==> config.mk <==
export PLATFORM = sky130hd
export DESIGN_NAME = uart_rx_sampler
export DESIGN_NICKNAME = d
export VERILOG_FILES = /design/src/rtl/uart_rx_sampler.sv
export SDC_FILE = /design/constraint.sdc
export NUM_CORES = 1
export LEC_CHECK = 0
export CAP_MARGIN = 30
export CELL_PAD_IN_SITES_DETAIL_PLACEMENT = 1
export CELL_PAD_IN_SITES_GLOBAL_PLACEMENT = 1
export CORE_AREA = 2 2 64 66
export CTS_CLUSTER_SIZE = 30
export DETAILED_ROUTE_END_ITERATION = 8
export DIE_AREA = 0 0 66 68
export PLACE_DENSITY_LB_ADDON = 0.1
export SLEW_MARGIN = 20
export SYNTH_ARGS = -nofsm -noshare
export SYNTH_HDL_FRONTEND = slang
export SYNTH_SLANG_ARGS = --single-unit
==> constraint.sdc <==
create_clock -name clk -period 2.82 [get_ports clk]
set_input_delay 0.564 -clock clk [delete_from_list [all_inputs] [get_ports clk]]
set_output_delay 0.564 -clock clk [all_outputs]
set_load 0.01 [all_outputs]
==> src/rtl/uart_rx_sampler.sv <==
module uart_rx_sampler #(
  parameter int DATA_BITS = 8
) (
  input  logic                 clk,
  input  logic                 rst,
  input  logic                 tclk_en,
  input  logic                 div8,
  input  logic                 rxd,
  output logic                 samp_clk,
  output logic [DATA_BITS-1:0] rx_data,
  output logic                 rx_valid
);
  localparam int BW   = $clog2(DATA_BITS + 2);
  localparam int PW   = 5;
  localparam logic [BW-1:0] STOP = BW'(DATA_BITS + 1);

  logic s1, s2, run, mode_q;
  logic [PW-1:0] ph;
  logic [BW-1:0] bitn;
  logic [DATA_BITS-1:0] shreg;

  wire [PW-1:0] ph_last = mode_q ? PW'(8) : PW'(16);
  wire [PW-1:0] ph_mid  = mode_q ? PW'(4) : PW'(8);
  wire [PW-1:0] ph_n    = (ph == ph_last) ? PW'(1) : ph + PW'(1);

  always_ff @(posedge clk) begin
    if (rst) begin
      s1 <= 1'b1;
      s2 <= 1'b1;
      run <= 1'b0;
      mode_q <= 1'b0;
      samp_clk <= 1'b1;
      rx_valid <= 1'b0;
      rx_data <= '0;
      ph <= '0;
      bitn <= '0;
      shreg <= '0;
    end else begin
      s1 <= rxd;
      s2 <= s1;
      rx_valid <= 1'b0;
      if (!run) begin
        mode_q <= div8;
        samp_clk <= 1'b1;
        if (!s2) begin
          run <= 1'b1;
          ph <= '0;
          bitn <= '0;
        end
      end else if (tclk_en) begin
        ph <= ph_n;
        if (ph_n == PW'(2)) begin
          if (bitn == '0 && s2) run <= 1'b0;
          else samp_clk <= 1'b0;
        end else if (ph_n == ph_mid) begin
          samp_clk <= 1'b1;
          if (bitn == '0) begin
            if (s2) run <= 1'b0;
            else bitn <= BW'(1);
          end else if (bitn == STOP) begin
            run <= 1'b0;
            rx_valid <= 1'b1;
            rx_data <= shreg;
          end else begin
            shreg <= {s2, shreg[DATA_BITS-1:1]};
            bitn <= bitn + BW'(1);
          end
        end
      end
    end
  end

  AST_IDLE_HIGH: assert property (@(posedge clk) disable iff (rst)
    (!run && $past(!run)) |-> samp_clk);
  AST_VALID_ONE_CYCLE: assert property (@(posedge clk) disable iff (rst)
    rx_valid |=> !rx_valid);
  AST_VALID_AT_RISE: assert property (@(posedge clk) disable iff (rst)
    rx_valid |-> $rose(samp_clk));
  AST_FALL_ON_TICK: assert property (@(posedge clk) disable iff (rst)
    $fell(samp_clk) |-> $past(tclk_en));
  AST_RISE_ON_TICK: assert property (@(posedge clk) disable iff (rst)
    $rose(samp_clk) |-> $past(tclk_en));
  AST_MODE_HELD: assert property (@(posedge clk) disable iff (rst)
    (run && $past(run)) |-> $stable(mode_q));
endmodule

; ---- Word-level counts from Yosys, hierarchy flattened
; Cells that the tools add are included.
[word_totals]
regBits = 31
latchBits = 0
ram_bits = 0
romBits = 0
inputBits = 5
out_inout_bits = 10
word_cells = 65
n_memories = 0
[op_classes]
n_addsub = 2
n_mul = 0
n_div = 0
n_lt_le_gt_ge = 0
eq_ne = 11
shift = 0
mux = 26
bitwise_logic = 6
n_reduce_logical = 10
[op_table]
columns = cell, count
row1 = $mux 4, 9
row2 = $mux 5, 5
row3 = $reduce_and 6->1, 3
row4 = $mux 1, 12
row5 = $ne 2x2->1 const B, 3
row6 = $not 1->1, 6
row7 = $reduce_or 6->1, 1
row8 = $add 5x1->5 const B, 1
row9 = $eq 5x2->1 const B, 1
row10 = $eq 5x4->1, 1
row11 = $eq 5x5->1, 1
row12 = $add 4x1->4 const B, 1
row13 = $eq 4x4->1 const B, 1
row14 = $logic_not 4->1, 1
row15 = $ne 2x1->1 const B, 2
row16 = $ne 4x4->1 const B, 1
row17 = $ne 3x3->1 const B, 1
row18 = $reduce_and 3->1, 1
row19 = $reduce_and 2->1, 1
row20 = $reduce_bool 2->1, 1
row21 = $reduce_or 2->1, 1
row22 = $logic_and 1x1->1, 1

; ---- Depth between registers and ports, before layout
; Gate-level depths: netlist of the first run.
[logic_depth]
ltp_word = 8
ltp_mapped = 9
mapped_depth_nobuf = 8

; ---- Worst setup path before layout of the first run
; No wires, ideal clock.
[synth_path]
kind = flip-flop to flip-flop
start = register ph[0]
end = register rx_data[4]
setup_ps = 117
arrival_ps = 2108
required_ps = 2703
slack_ps = 595
stages_incl_launch_ff = 9
path_buffers = 0
synth_period_minus_slack_ps = 2225
cell_sequence = dfxtp_1 inv_1 ha_1 or3b_4 a21oi_4 o211ai_4 nor4_4 mux2i_1 nor2_1
[synth_between]
elab_chain_cells = 5
elab_cells_between_ends = 7
cone_classes = add/sub: 1 / eq/ne: 3 / mux: 1 / bitwise: 1 / reduce/logical: 1
[synth_lines]
columns = element, line_no
row1 = from (decl), 18  ; logic [PW-1:0] ph;
row2 = from (signal assigned), 51  ; ph <= ph_n;
row3 = $add 5x1->5 / $eq 5x5->1 (equally long branches), 24  ; wire [PW-1:0] ph_n = (ph == ph_last) ? PW'(1) : ph + PW'(1);
row4 = $mux 5 (*), 24
row5 = $eq 5x2->1, 52  ; if (ph_n == PW'(2)) begin
row6 = $not 1->1 (no line), n/a
row7 = $reduce_and 6->1 (no line) (*), n/a
row8 = to (signal assigned), 63  ; rx_data <= shreg;
row9 = to (decl), 10  ; output logic [DATA_BITS-1:0] rx_data,
; Mark *: on every way between the ends. The rest lies on a longest branch, timed or not.
; A chain may end at the register's enable or synchronous reset.

; ---- Final worst setup path of the first run
[layout_path]
start = register ph[0]
end = register bitn[2]
[layout_between]
elab_chain_cells = 5
elab_cells_between_ends = 9
cone_classes = add/sub: 1 / eq/ne: 6 / mux: 1 / reduce/logical: 1
[layout_lines]
columns = element, line_no
row1 = $add 5x1->5 / $eq 5x5->1 (equally long branches), 24
row2 = $mux 5 (*), 24
row3 = $eq 5x2->1 / $eq 5x4->1 (equally long branches), "52, 55"
row4 = "$ne 4x4->1 (no line), or another cell as far along", n/a
row5 = $reduce_and 6->1 (no line) (*), n/a
row6 = to (signal assigned), 66  ; bitn <= bitn + BW'(1);
row7 = to (decl), 19  ; logic [BW-1:0] bitn;
; Marks and branches as above.

==> summary.txt, run 1 <==
Cells and area
  • Total of fill cells in the finished design: 463
  • ANT cells: 0
  • Number of nets in the final layout: 203
  • Area occupied by registers: 621 µm²
  • Area growth from synthesis to layout: 18.3%
  • Proportion of layout cells with a drive suffix above 1: 0.104
  • Area taken by multi-input logic gates: 885 µm²

Timing
  • Final-report setup violation count: 0
  • Sum Neg Setup Slack: 0 ns
  • Worst-margin pin slew: 0.537 ns
  • Hold slack final: 0.415 ns
  • Setup repair after global routing missed its margin: no
  • Fmax achieved: 412 MHz
  • Hold Vio Cnt, Final: 0
  • Headroom to the max-slew limit: 0.640
  • Fin crit period: 2.43 ns
  • Skew final: 0.00945 ns
  • Count of pins over their slew limit: 0
  • Portion of the clock cycle consumed by the worst path in the final layout: 0.860

Worst setup path
  • Reg-to-reg startpoint: ph[0]
  • Required time worst endpoint: 2.99 ns
  • CP Cell Sequence: ha_1 -> o21ai_0 -> o31ai_2 -> nor4_2 -> buf_4 -> and4b_1 -> or3_1
  • Destination of the worst register-to-register timing path: bitn[2]
  • Reg-to-reg slack, setup: 0.39 ns
  • Worst endpoint data arrival time: 2.60 ns
  • Critical path class: flop to flop
  • Largest incremental delay on the critical path: 0.49 ns
  • Worst Setup Start Kind: flop
  • Max FO, Critical Path: 9
  • R2R depth: 7
  • Critical path's slowest cell: sky130_fd_sc_hd__o31ai_2
  • Crit. End Element: flop

Drt
  • First-pass iteration count of the detailed router: 4
  • Average via count per standard cell: 5.30
  • Total vias in the final route: 1282
  • Final WL: 3.71 mm
  • Average detailed-routed wire length per instance: 15.3 µm
  • Count of nets left with antenna violations after detail routing: 0
  • Number of design-rule violations left by the first detailed-router iteration: 63
  • Count of unresolved DRC violations after routing: 0

Logic synthesis
  • Cell type with the largest total area after synthesis: sky130_fd_sc_hd__dfxtp_1
  • Mean instance size in the synthesized netlist: 9.05 µm²
  • Top cells by area, synth: sky130_fd_sc_hd__dfxtp_1, sky130_fd_sc_hd__mux2i_1, sky130_fd_sc_hd__nor2_1, sky130_fd_sc_hd__ha_1, sky130_fd_sc_hd__a21oi_1
  • Number of synthesized flops with an enable pin: 0
  • Area fraction of the dominant cell type after synthesis: 0.394
  • Sequential area share after synthesis: 0.394
  • Most common library cells after synthesis: sky130_fd_sc_hd__dfxtp_1, sky130_fd_sc_hd__nor2_1, sky130_fd_sc_hd__mux2i_1, sky130_fd_sc_hd__nand2_1, sky130_fd_sc_hd__a21oi_1
  • Synthesis warning total: 0
  • Primary FF master, synth: sky130_fd_sc_hd__dfxtp_1
  • Cell Area, Synth: 0.00158 mm²
  • Share of async-settable or async-resettable flops after synthesis: 0
  • Number of synthesized register bits: 31
  • Number of distinct library cells after synthesis: 38
  • Cell with the most instances after synthesis: sky130_fd_sc_hd__dfxtp_1
  • Number of cells produced by synthesis: 174
  • Syn Nets: 186

Power
  • Cell internal power dissipation: 0.000682 W
  • Total power divided by cell area: 470 mW/mm²
  • Combinational Power Share: 0.047
  • Portion of total power attributed to the clock network: 0.441
  • Flop pwr share: 0.512
  • Net switching power: 0.000193 W
  • Share of total power consumed by net switching: 0.221
  • Peak supply drop: 0.177 mV
  • Leak pwr: 0.671 nW

Status
  • Outcome: complete, no violations

Floorplanning
  • Width of the chip: 66 µm
  • Chip height: 68 µm
  • Std cell rows: 23
  • Area of the core region: 0.00386 mm²
  • Starting density of the core: 0.409
  • Ports: 15
  • Floorplan die area: 0.00449 mm²

Clock network
  • Hold buffer count at cts: 0
  • Number of buffers inserted to repair setup after CTS: 0
  • Clock Pin Slew Worst Setup and Hold Paths: 0.07 ns
  • Number of buffers added by the clock tree synthesis step: 5
  • CTS Root Buffer Type: sky130_fd_sc_hd__clkbuf_8
  • Number of gates resized after cts: 0
  • Clock tree sinks: 31
  • Clock Path Buffers: 2
  • Clk Latency, worst-skew pair: 0.28 ns
  • Number of H-tree levels: 2
  • Clock tree from TritonCTS: yes

GRT
  • Vias in the first global route: 1311
  • Global-route wire length before repair: 6.27 mm
  • Total grt overflow: 0
  • Initial antenna violation count: 0
  • Aggregate global-route resource usage: 0.188
  • Pin count of the biggest net entering global routing: 25

Placed design
  • Number of port buffers: 14
  • Routability congestion estimate from global placement: 0.846
  • HPWL after detailed placement: 2.72 mm

Min path
  • Worst hold path cell count: 1
  • Worst min-delay path class: flop to flop
  • Hold Path Origin: s1
  • Worst Hold Endpoint: s2

Run
  • Reported max-cap violation count: 0
metal layers:
metal  GRT usage  vias up  wire length, µm
met3      0.0477        6               96
met5           0        -                0
li1            -      640                -
met1       0.225      618             1690
met4      0.0765        0               54
met2       0.323       18             1860
stage by stage:
stage,total power [W],util,instances,instance area (µm²),setup slack (ns)
global placement,0.000498,0.457,234,1760,0.504
floorplan,0.000485,-,174,1580,0.595
CTS,0.000887,0.483,242,1860,0.390
finish,0.000875,0.483,242,1860,0.394
detailed placement,0.000500,0.457,234,1760,0.426
global route,0.000913,0.483,242,1860,0.175
worst max path at each step:
stage	startpoint	to	depth (start not counted)
final	ph[0]	bitn[2]	7
after global routing	ph[0]	bitn[2]	7
after CTS	ph[0]	bitn[2]	7
after detailed placement	ph[0]	bitn[2]	7
after global placement	ph[0]	bitn[2]	7
after floorplan	ph[0]	rx_data[4]	8
kinds of logic (layout without fill, tap and decap cells):
family / Yosys count / count (layout) / synth area share
simple gates: 68 / 68 / 0.230
compound gates: 32 / 32 / 0.145
flops: 31 / 31 / 0.394
mux: 20 / 20 / 0.127
buf+inv: 16 / 34 / 0.0484
fa+ha+maj: 7 / 7 / 0.0556
area by class of cell:
| cell class | count | area share |
|---|---|---|
| Clock buffer | 8 | 0.0537 |
| Inverter | 9 | 0.0181 |
| Multi-Input combinational cell | 127 | 0.474 |
| Sequential cell | 31 | 0.333 |
| Tap cell | 50 | 0.0336 |
| Timing Repair Buffer | 17 | 0.0872 |
flip-flops by register name, summed over array words and instances, names as in the netlist:
name and cells:
mode_q 1, rx_data 8, bitn 4, ph 5
rx_valid 1, shreg 8, s2 1, samp_clk 1
s1 1, run 1
worst max-delay path: cells and delay by family, from the launching register on:
kind	cells	cell delay, ns
simple gates	3	0.65
fa+ha+maj	1	0.35
compound gates	2	0.63
buf+inv	1	0.21
flops	1	0.48
power by group through the flow:
stage	Clock [W]	Sequential [W]	Combinational (W)
after global placement	0	0.000458	0.0000399
after CTS	0.000397	0.000448	0.0000415
after global routing	0.000418	0.000449	0.0000458
after floorplan	0	0.000455	0.0000307
after detailed placement	0	0.000458	0.0000412
final	0.000386	0.000448	0.0000410
layout by cell type, fill, tap and decap left out, drive strengths merged, types with 7 or more instances in the layout:
| master | synthesis | final |
|---|---|---|
| mux2i | 20 | 20 |
| clkdlybuf4s50 | 0 | 14 |
| inv | 9 | 9 |
| ha | 7 | 7 |
| nor2 | 26 | 26 |
| dfxtp | 31 | 31 |
| o21ai | 8 | 8 |
| a21oi | 11 | 11 |
| nand2 | 12 | 12 |
| clkbuf | 0 | 8 |
No activity file was read; power rests on OpenSTA's default activity.
==> run 2, diff against run 1 <==
Settings changed: CTS_CLUSTER_DIAMETER set to 150, REMOVE_ABC_BUFFERS set to 1, TNS_END_PERCENT set to 100.
==> run 2 against run 1 <==
  * Worst setup slack improved by 0.0012 ns
  * Non-clock buffer count unchanged
  * Global-route usage decreased by 0.93 points
  * Critical endpoint is now shreg[4]
==> summary.txt, run 2 (synthesis gave the netlist of run 1 again) <==
Cells and area
  • Final design utilization: 0.488
  • Area taken by multi-input logic gates: 885 µm²
  • Area growth from synthesis to layout: 19.5%
  • Final cell count without fillers: 242
  • Total of fill cells in the finished design: 454
  • ANT cells: 0
  • Number of nets in the final layout: 203
  • Largest registers in the final layout: rx_data: 8 flops, shreg: 8 flops, ph: 5 flops
  • Top library cells by usage in the layout, fill and taps aside: sky130_fd_sc_hd__dfxtp_1, sky130_fd_sc_hd__nor2_1, sky130_fd_sc_hd__mux2i_1
  • Area occupied by registers: 621 µm²
  • Proportion of layout cells with a drive suffix above 1: 0.109
  • Commonest non-fill, non-tap cell in the layout: sky130_fd_sc_hd__dfxtp_1

Timing
  • Setup repair after global routing missed its margin: no
  • Setup WS post-layout: 0.395 ns
  • Skew final: 0.00527 ns
  • Count of pins over their slew limit: 0
  • Headroom to the max-slew limit: 0.592
  • Final-report setup violation count: 0
  • Sum Neg Setup Slack: 0 ns
  • Hold Vio Cnt, Final: 0
  • Hold slack final: 0.414 ns
  • Worst-margin pin slew: 0.608 ns
  • Fin crit period: 2.43 ns
  • Fmax achieved: 412 MHz
  • Portion of the clock cycle consumed by the worst path in the final layout: 0.860

Clock network
  • Number of buffers added by the clock tree synthesis step: 5
  • Clock Pin Slew Worst Setup and Hold Paths: 0.07 ns
  • Clk Latency, worst-skew pair: 0.28 ns
  • Number of gates resized after cts: 0
  • Clock Path Buffers: 2
  • Number of buffers inserted to repair setup after CTS: 0
  • CTS Root Buffer Type: sky130_fd_sc_hd__clkbuf_8
  • Clock tree sinks: 31
  • Hold buffer count at cts: 0
  • Clock tree from TritonCTS: yes
  • Number of H-tree levels: 2

Worst setup path
  • Crit path launch: ph[0]
  • Critical path class: flop to flop
  • Reg-to-reg slack, setup: 0.39 ns
  • Reg-to-reg startpoint: ph[0]
  • Required time worst endpoint: 2.99 ns
  • Critical path destination: shreg[4]
  • Worst endpoint data arrival time: 2.59 ns
  • Destination of the worst register-to-register timing path: shreg[4]
  • Crit. End Element: flop
  • Worst Setup Start Kind: flop
  • R2R depth: 8
  • Max FO, Critical Path: 9

Floorplanning
  • Starting density of the core: 0.409
  • Std cell rows: 23
  • Ports: 15
  • Width of the chip: 66 µm
  • Chip height: 68 µm
  • Area of the core region: 0.00386 mm²
  • Floorplan die area: 0.00449 mm²

Power
  • Peak supply drop: 0.409 mV
  • Total power divided by cell area: 502 mW/mm²
  • Leak pwr: 0.680 nW

Drt
  • Count of nets left with antenna violations after detail routing: 0
  • Average via count per standard cell: 5.24
  • Average detailed-routed wire length per instance: 14.6 µm
  • First-pass iteration count of the detailed router: 4
  • Total vias in the final route: 1268
  • Final WL: 3.53 mm
  • Count of unresolved DRC violations after routing: 0
  • Number of design-rule violations left by the first detailed-router iteration: 37

Placed design
  • HPWL after detailed placement: 2.65 mm
  • Routability congestion estimate from global placement: 0.826
  • Number of port buffers: 14
  • Placed Instances: 234
  • Pre-CTS setup slack: 0.426 ns

Min path
  • Worst min-delay path class: flop to flop

GRT
  • Total grt overflow: 0
  • Aggregate global-route resource usage: 0.179
  • Pin count of the biggest net entering global routing: 26
  • Initial antenna violation count: 0
  • Vias in the first global route: 1324
  • Global-route wire length before repair: 6.00 mm

Run
  • Reported max-cap violation count: 0

Status
  • Outcome: complete, no violations
==> run 2: cell types whose count changed in the layout (fill, tap and decap cells not counted), sizes merged <==
cell / previous run / this run
clkbuf: 8 / 6
bufinv: 0 / 1
clkinv: 0 / 1
==> run 2: power breakdown <==
group          switching [W]   total, W  internal (W)
registers         0.00000690   0.000449      0.000442
logic              0.0000228  0.0000406     0.0000177
clock network       0.000170   0.000456      0.000286
total               0.000200   0.000945      0.000745
==> run 2: worst min-delay path by stage <==
stage,slack (ns),cells after the start,from,end
2_1_floorplan,0.39,1,s1,s2
3_3_place_gp,0.39,1,s1,s2
3_5_place_dp,0.40,1,s1,s2
4_1_cts,0.42,1,s1,s2
5_1_grt,0.43,1,s1,s2
6_report,0.41,1,s1,s2
==> run 2: metal layers <==
layer / vias to the layer above / part of all wire / GRT usage
met1: 604 / 0.46 / 0.223
li1: 636 / - / -
met3: 6 / 0.033 / 0.0395
met4: 0 / 0.018 / 0.0765
met5: - / 0 / 0
met2: 22 / 0.49 / 0.299
==> run 2: area by class of cell <==
cell class,count,area share
sequential,31,0.330
clock buffer,6,0.0439
tap,50,0.0332
clock inverter,2,0.0186
multi-input combinational,127,0.470
timing repair buffer,17,0.0864
inverter,9,0.0180
==> run 2: critical path, stage by stage (launching register included) <==
cell	delay [ns]
sky130_fd_sc_hd__dfxtp_1	0.48
sky130_fd_sc_hd__ha_1	0.35
sky130_fd_sc_hd__nand2_1	0.10
sky130_fd_sc_hd__mux2i_1	0.36
sky130_fd_sc_hd__o211ai_4	0.17
sky130_fd_sc_hd__nor4_2	0.33
sky130_fd_sc_hd__buf_4	0.25
sky130_fd_sc_hd__mux2i_1	0.21
sky130_fd_sc_hd__nor2_1	0.06
==> run 2: per-stage QoR <==
stage | cell area (µm²) | power, W
3_3_place_gp | 1760 | 0.000498
2_1_floorplan | 1530 | 0.000478
6_report | 1880 | 0.000945
4_1_cts | 1880 | 0.000957
5_1_grt | 1880 | 0.000978
3_5_place_dp | 1760 | 0.000499
